===== config.mk =====
export PLATFORM = sky130hd
export DESIGN_NAME = sercom_engine
export DESIGN_NICKNAME = d
export VERILOG_FILES = /design/src/rtl/sercom_pkg.sv /design/src/rtl/sercom_tx.sv /design/src/rtl/sercom_rx.sv /design/src/rtl/sercom_engine.sv
export SDC_FILE = /design/constraint.sdc
export NUM_CORES = 1
export LEC_CHECK = 0
export CAP_MARGIN = 10
export CORE_AREA = 8 8 102 104
export DETAILED_ROUTE_END_ITERATION = 10
export DIE_AREA = 0 0 110 112
export DONT_BUFFER_PORTS = 1
export PLACE_DENSITY = 0.59
export SYNTH_ARGS = -nofsm -noshare
export SYNTH_HDL_FRONTEND = slang
export SYNTH_SLANG_ARGS = --single-unit
export TNS_END_PERCENT = 5

===== constraint.sdc =====
create_clock -name clk -period 5.4 [get_ports clk]
set_clock_uncertainty 0.15 [all_clocks]
set_input_delay 0.81 -clock clk [delete_from_list [all_inputs] [get_ports clk]]
set_output_delay 0.81 -clock clk [all_outputs]
set_load 0.05 [all_outputs]

===== src/rtl/sercom_pkg.sv =====
package sercom_pkg;
  localparam int DATA_W = 8;
  localparam int FRAME_W = 12;

  typedef enum logic [1:0] {
    RX_IDLE,
    RX_START,
    RX_BITS,
    RX_HOLD
  } rx_state_t;

  typedef struct packed {
    logic any;
    logic ovr;
    logic fe;
    logic pe;
  } rx_flags_t;
endpackage


===== src/rtl/sercom_tx.sv =====
module sercom_tx #(
  parameter int OSR = 16
) (
  input  logic       clk,
  input  logic       rst_n,
  input  logic       tick,
  input  logic [1:0] len,
  input  logic       par_en,
  input  logic       par_odd,
  input  logic       in_valid,
  input  logic [7:0] in_data,
  output logic       in_ready,
  output logic       line
);
  import sercom_pkg::*;
  localparam int CW = $clog2(OSR);

  logic               busy;
  logic [FRAME_W-1:0] sh;
  logic [FRAME_W-1:0] frame;
  logic [3:0]         left;
  logic [3:0]         nbits;
  logic [3:0]         nd;
  logic [CW-1:0]      tcnt;
  logic [7:0]         dm;

  // Build the frame: start bit low, data LSB first, optional parity, stop bit high.
  always_comb begin
    nd    = 4'd5 + {2'b00, len};
    dm    = in_data & (8'hFF >> (2'd3 - len));
    frame = '1;
    frame[0] = 1'b0;
    for (int i = 0; i < DATA_W; i++) begin
      if (i < int'(nd)) frame[i+1] = dm[i];
    end
    if (par_en) frame[nd+4'd1] = ^dm ^ par_odd;
    nbits = nd + 4'd2 + {3'b000, par_en};
  end

  always_ff @(posedge clk) begin
    if (!rst_n) begin
      busy <= 1'b0;
      sh   <= '1;
      left <= '0;
      tcnt <= '0;
    end else if (!busy && in_valid) begin
      busy <= 1'b1;
      sh   <= frame;
      left <= nbits;
      tcnt <= '0;
    end else if (busy && tick) begin
      if (tcnt == CW'(OSR - 1)) begin
        tcnt <= '0;
        sh   <= {1'b1, sh[FRAME_W-1:1]};
        left <= left - 4'd1;
        if (left == 4'd1) busy <= 1'b0;
      end else begin
        tcnt <= tcnt + 1'b1;
      end
    end
  end

  assign in_ready = !busy;
  assign line     = busy ? sh[0] : 1'b1;
endmodule


===== src/rtl/sercom_rx.sv =====
module sercom_rx #(
  parameter int OSR = 16
) (
  input  logic       clk,
  input  logic       rst_n,
  input  logic       tick,
  input  logic       rin,
  input  logic [1:0] len,
  input  logic       par_en,
  input  logic       par_odd,
  output logic       done,
  output logic [7:0] data,
  output logic       pe,
  output logic       fe,
  output logic       brk
);
  import sercom_pkg::*;
  localparam int CW = $clog2(OSR);

  rx_state_t     st;
  logic [8:0]    sh;
  logic [3:0]    idx;
  logic [3:0]    nd;
  logic [3:0]    nsamp;
  logic [7:0]    dsh;
  logic [CW-1:0] tcnt;

  always_comb begin
    nd    = 4'd5 + {2'b00, len};
    nsamp = nd + {3'b000, par_en} + 4'd1;
    dsh   = sh[7:0] & (8'hFF >> (2'd3 - len));
  end

  always_ff @(posedge clk) begin
    if (!rst_n) begin
      st   <= RX_IDLE;
      sh   <= '0;
      idx  <= '0;
      tcnt <= '0;
      done <= 1'b0;
      data <= '0;
      pe   <= 1'b0;
      fe   <= 1'b0;
      brk  <= 1'b0;
    end else begin
      done <= 1'b0;
      case (st)
        RX_IDLE: begin
          if (tick && !rin) begin
            st   <= RX_START;
            tcnt <= '0;
          end
        end
        RX_START: begin
          if (tick) begin
            // Confirm the start bit at its middle.
            if (tcnt == CW'(OSR/2 - 1)) begin
              tcnt <= '0;
              idx  <= '0;
              st   <= rin ? RX_IDLE : RX_BITS;
            end else begin
              tcnt <= tcnt + 1'b1;
            end
          end
        end
        RX_BITS: begin
          if (tick) begin
            if (tcnt == CW'(OSR - 1)) begin
              tcnt <= '0;
              if (idx == nsamp - 4'd1) begin
                // This sample is the stop bit.
                done <= 1'b1;
                data <= dsh;
                pe   <= par_en & (^dsh ^ sh[nd] ^ par_odd);
                fe   <= !rin;
                brk  <= !rin && (dsh == 8'h00);
                st   <= rin ? RX_IDLE : RX_HOLD;
              end else begin
                sh[idx] <= rin;
                idx     <= idx + 4'd1;
              end
            end else begin
              tcnt <= tcnt + 1'b1;
            end
          end
        end
        default: begin
          // Line still low after a bad frame: wait for it to go high before re-arming.
          if (rin) st <= RX_IDLE;
        end
      endcase
    end
  end
endmodule


===== src/rtl/sercom_engine.sv =====
module sercom_engine #(
  parameter int OSR = 16
) (
  input  logic        clk,
  input  logic        rst_n,
  input  logic        tick16,
  input  logic [1:0]  cfg_len,
  input  logic        cfg_par_en,
  input  logic        cfg_par_odd,
  input  logic        cfg_brk_en,
  input  logic        cfg_halt_en,
  input  logic        cfg_boot_en,
  input  logic        cfg_eflag_en,
  input  logic        cfg_maint_en,
  input  logic        brk_cmd,
  input  logic        maint_wr,
  input  logic        maint_din,
  output logic        maint_on,
  input  logic        tx_valid,
  output logic        tx_ready,
  input  logic [7:0]  tx_data,
  output logic        rx_valid,
  input  logic        rx_ready,
  output logic [15:0] rx_word,
  input  logic        sin,
  output logic        sout,
  output logic        halt_req,
  output logic        boot_req
);
  import sercom_pkg::*;

  logic       tx_line;
  logic [1:0] sync;
  logic       rx_done;
  logic [7:0] rx_d;
  logic       rx_pe;
  logic       rx_fe;
  logic       rx_brk;
  logic [7:0] hold_data;
  rx_flags_t  flags;

  sercom_tx #(.OSR(OSR)) u_tx (
    .clk      (clk),
    .rst_n    (rst_n),
    .tick     (tick16),
    .len      (cfg_len),
    .par_en   (cfg_par_en),
    .par_odd  (cfg_par_odd),
    .in_valid (tx_valid),
    .in_data  (tx_data),
    .in_ready (tx_ready),
    .line     (tx_line)
  );

  assign sout = tx_line & ~(cfg_brk_en & brk_cmd);

  // Loopback source selection, then a two-stage synchronizer.
  always_ff @(posedge clk) begin
    if (!rst_n) sync <= 2'b11;
    else        sync <= {sync[0], maint_on ? sout : sin};
  end

  sercom_rx #(.OSR(OSR)) u_rx (
    .clk     (clk),
    .rst_n   (rst_n),
    .tick    (tick16),
    .rin     (sync[1]),
    .len     (cfg_len),
    .par_en  (cfg_par_en),
    .par_odd (cfg_par_odd),
    .done    (rx_done),
    .data    (rx_d),
    .pe      (rx_pe),
    .fe      (rx_fe),
    .brk     (rx_brk)
  );

  always_ff @(posedge clk) begin
    if (!rst_n) begin
      rx_valid  <= 1'b0;
      hold_data <= '0;
      flags     <= '0;
      halt_req  <= 1'b0;
      boot_req  <= 1'b0;
      maint_on  <= 1'b0;
    end else begin
      if (maint_wr && cfg_maint_en) maint_on <= maint_din;
      halt_req <= rx_done && rx_fe && cfg_halt_en && !maint_on;
      boot_req <= rx_done && (rx_fe || rx_brk) && cfg_boot_en && !maint_on;
      if (rx_done) begin
        rx_valid  <= 1'b1;
        hold_data <= rx_d;
        flags.ovr <= rx_valid && !rx_ready;
        flags.fe  <= rx_fe;
        flags.pe  <= rx_pe;
        flags.any <= (rx_valid && !rx_ready) || rx_fe || rx_pe;
      end else if (rx_valid && rx_ready) begin
        rx_valid <= 1'b0;
      end
    end
  end

  assign rx_word = {cfg_eflag_en ? {flags, 4'b0000} : 8'h00, hold_data};
endmodule


==> run summary <==
Ant. Diodes: 0
port bufs: 0
Pre-antenna DRT Iters: 4
HP Start: sync[0]
Setup violations, final: 0
std cell rows: 35
gpl congestion: 0.7535
CTS tree: done
hpwl dp: 5883 um
fin crit period: 3.167 ns
Worst Tran Pin Value: 0.7425 ns
hold_ws: 0.2623 ns
Slew Viols, Final: 0
critical path type: in2reg
first-pass GRT wire length: 13,900 um
Logic pwr share: 10.7%
most frequent cells in the layout: dfxtp_1, nand2_1, nor2b_1
synthesized area per cell: 8.753 sq um
sw frac: 26.12%
most common cell after layout, fill and taps aside: dfxtp_1
final worst setup slack: 2.233 ns
Finished Cell Area: 4149 sq um
maxcap violations: 0
count of warnings emitted by yosys: 0
Fill cells: 869
maximum clock frequency: 315.8 MHz
cts bufs inserted: 9
number of remaining DRC errors: 0
clock network power share: 42.2%
Post-synth top flop: dfxtp_1
overall die height: 112 um
Crit Path Max Fanout: 7
VDD IR-drop max: 0.1045 mV
status: finished clean
pwr dens: 274.8 nW/um^2
initial antenna violation count: 0
Die Span X: 110 um
library cells used by synthesis: 58
Reg-to-Reg End: u_rx.idx[3]
Hold Buf Count CTS: 0
Synth Instances: 444
worst reg-to-reg setup slack: 3.01 ns
Nets: 489
CTS Buffer Depth: 2
asr flop ratio synth: 0%
worst skew pair latency: 0.35 ns
area grow syn2layout: 6.761%
layout cells sized above 1: 5.455%
via count: 2,947
share of the yosys chip area belonging to registers: 36.06%
Final Hold Violating Endpoints: 0
CP Capture Type: flip-flop
mapped cell area: 3886 sq um
final WL: 8409 um
Setup WS pre-CTS: 1.627 ns
Setup TNS: 0 ns
Synth Register Bits: 70
crit path DAT: 3.29 ns
worst r2r path cells: 7
Total GRT Usage: 14.00%
final worst-path cycle share: 58.64%
largest net degree at the start of global routing: 70
Sequential Power Share: 47.1%
Post-synth EDFFs: 0
Initial Util: 43.72%
WL per Instance: 15.26 um
core area: 8890 sq um
I/O pin cnt: 48
Hold Crit Endpoint: sync[1]
worst path required time: 5.52 ns
worst r2r src: u_rx.st[0]
H-tree levels: 3
hold depth: 1
CP Launch Type: primary input
DRT iter0 DRCs: 167
Hold Crit Class: reg2reg
Slew HR: 50.40%
Root Buffer: clkbuf_8
Clk pin slew, worst setup/hold paths: 0.08 ns
antenna-violating nets left: 0
Die ar.: 12,320 sq um
RSZ-0062 raised after global routing: no
vias in the first global route: 2,785
CTS sink count: 70
postcts setup bufs: 0
grt total ovfl: 0
placed cell areas: 3923 sq um
internal power: 0.8424 mW
via density per instance: 5.348
Lkg Pwr: 1.643 nW
Net Switching: 0.2978 mW
cts repair resizes: 0
## metal layers
metal	up-vias	global-route usage, %	share of wire, %
met5	-	0	0
met4	0	5.676	1.3
met3	11	3.235	5.7
met2	59	21.07	45
met1	1381	18.60	48
li1	1496	-	-
## synth_stat cells, drive strengths merged, types with 7 or more instances
| cell type | count | share of area (%) |
|---|---|---|
| xnor2 | 13 | 2.9 |
| nand3 | 18 | 2.3 |
| ha | 27 | 8.7 |
| o21ai | 15 | 1.9 |
| nor3 | 7 | 0.90 |
| dfxtp | 70 | 36 |
| nand2 | 55 | 5.4 |
| inv | 25 | 2.4 |
| and2 | 8 | 1.3 |
| and3 | 14 | 2.3 |
| clkbuf | 15 | 1.4 |
| mux2i | 25 | 6.4 |
| a21boi | 19 | 3.7 |
| xor2 | 8 | 1.8 |
| a21oi | 12 | 1.5 |
| buf | 10 | 1.7 |
| nor2 | 14 | 1.4 |
| nor2b | 29 | 4.7 |
## worst max path at each step
stage / cells after the start / to / startpoint / slack [ns]
2_1_floorplan: 9 / u_rx.brk / cfg_len[0] / 2.29
6_report: 10 / u_rx.data[7] / cfg_len[0] / 2.23
4_1_cts: 9 / u_rx.data[7] / cfg_len[0] / 1.98
5_1_grt: 10 / u_rx.fe / cfg_len[0] / 1.98
3_3_place_gp: 9 / u_rx.data[7] / cfg_len[0] / 1.74
3_5_place_dp: 9 / u_rx.data[7] / cfg_len[0] / 1.63
## kinds of logic (layout without fill, tap and decap cells)
logic type	count (synthesis)	in the layout	share of synthesized area, %
AND/OR/NAND/NOR	171	171	23.21
AO/OA/AOI/OAI	76	76	13.52
flip-flops	70	70	36.06
buffers and inverters	50	43	5.538
adder cells (fa/ha/maj)	28	28	9.208
multiplexers	25	25	6.439
XOR/XNOR	23	23	5.924
other	1	4	0.09649
## cell type report
type	count	area (sq um)	area share, %
Multi-Input combinational cell	327	2281	54.98
Clock inverter	6	93.84	2.262
Timing Repair Buffer	2	12.51	0.3016
Clock buffer	10	127.6	3.076
Inverter	25	93.84	2.262
Sequential cell	70	1401	33.78
Tap cell	111	138.9	3.347
## flip-flops by register name (all words and copies together) (netlist names)
signal	flops
u_tx.tcnt	4
u_rx.done	1
u_rx.sh	9
boot_req	1
flags	4
u_rx.tcnt	4
sync	2
u_rx.idx	4
u_tx.left	4
rx_valid	1
u_tx.sh	12
u_rx.st	2
u_rx.brk	1
hold_data	8
u_rx.fe	1
u_tx.busy	1
u_rx.data	8
halt_req	1
maint_on	1
u_rx.pe	1
## worst max-delay path, cell delays in order
cell and delay (ns):
inv_1 0.16, ha_1 0.21, inv_1 0.07, fa_1 0.53
xor2_1 0.22, o211ai_2 0.20, nor3_1 0.54, clkbuf_2 0.28
nand3_1 0.09, a21boi_0 0.16
## through the flow
step,cells,utilization (%),power (mW)
after floorplan,447,-,0.6564
after global placement,534,44.12,0.6691
after detailed placement,534,44.12,0.6710
after CTS,550,46.62,1.154
after global routing,551,46.67,1.190
final,551,46.67,1.140
## power groups by stage
stage | clock network (mW) | logic, mW | registers, mW
3_5_place_dp | 0 | 0.122 | 0.549
3_3_place_gp | 0 | 0.120 | 0.549
5_1_grt | 0.516 | 0.134 | 0.540
6_report | 0.481 | 0.122 | 0.537
4_1_cts | 0.494 | 0.122 | 0.538
2_1_floorplan | 0 | 0.110 | 0.546
(Power assumes the default switching activity.)
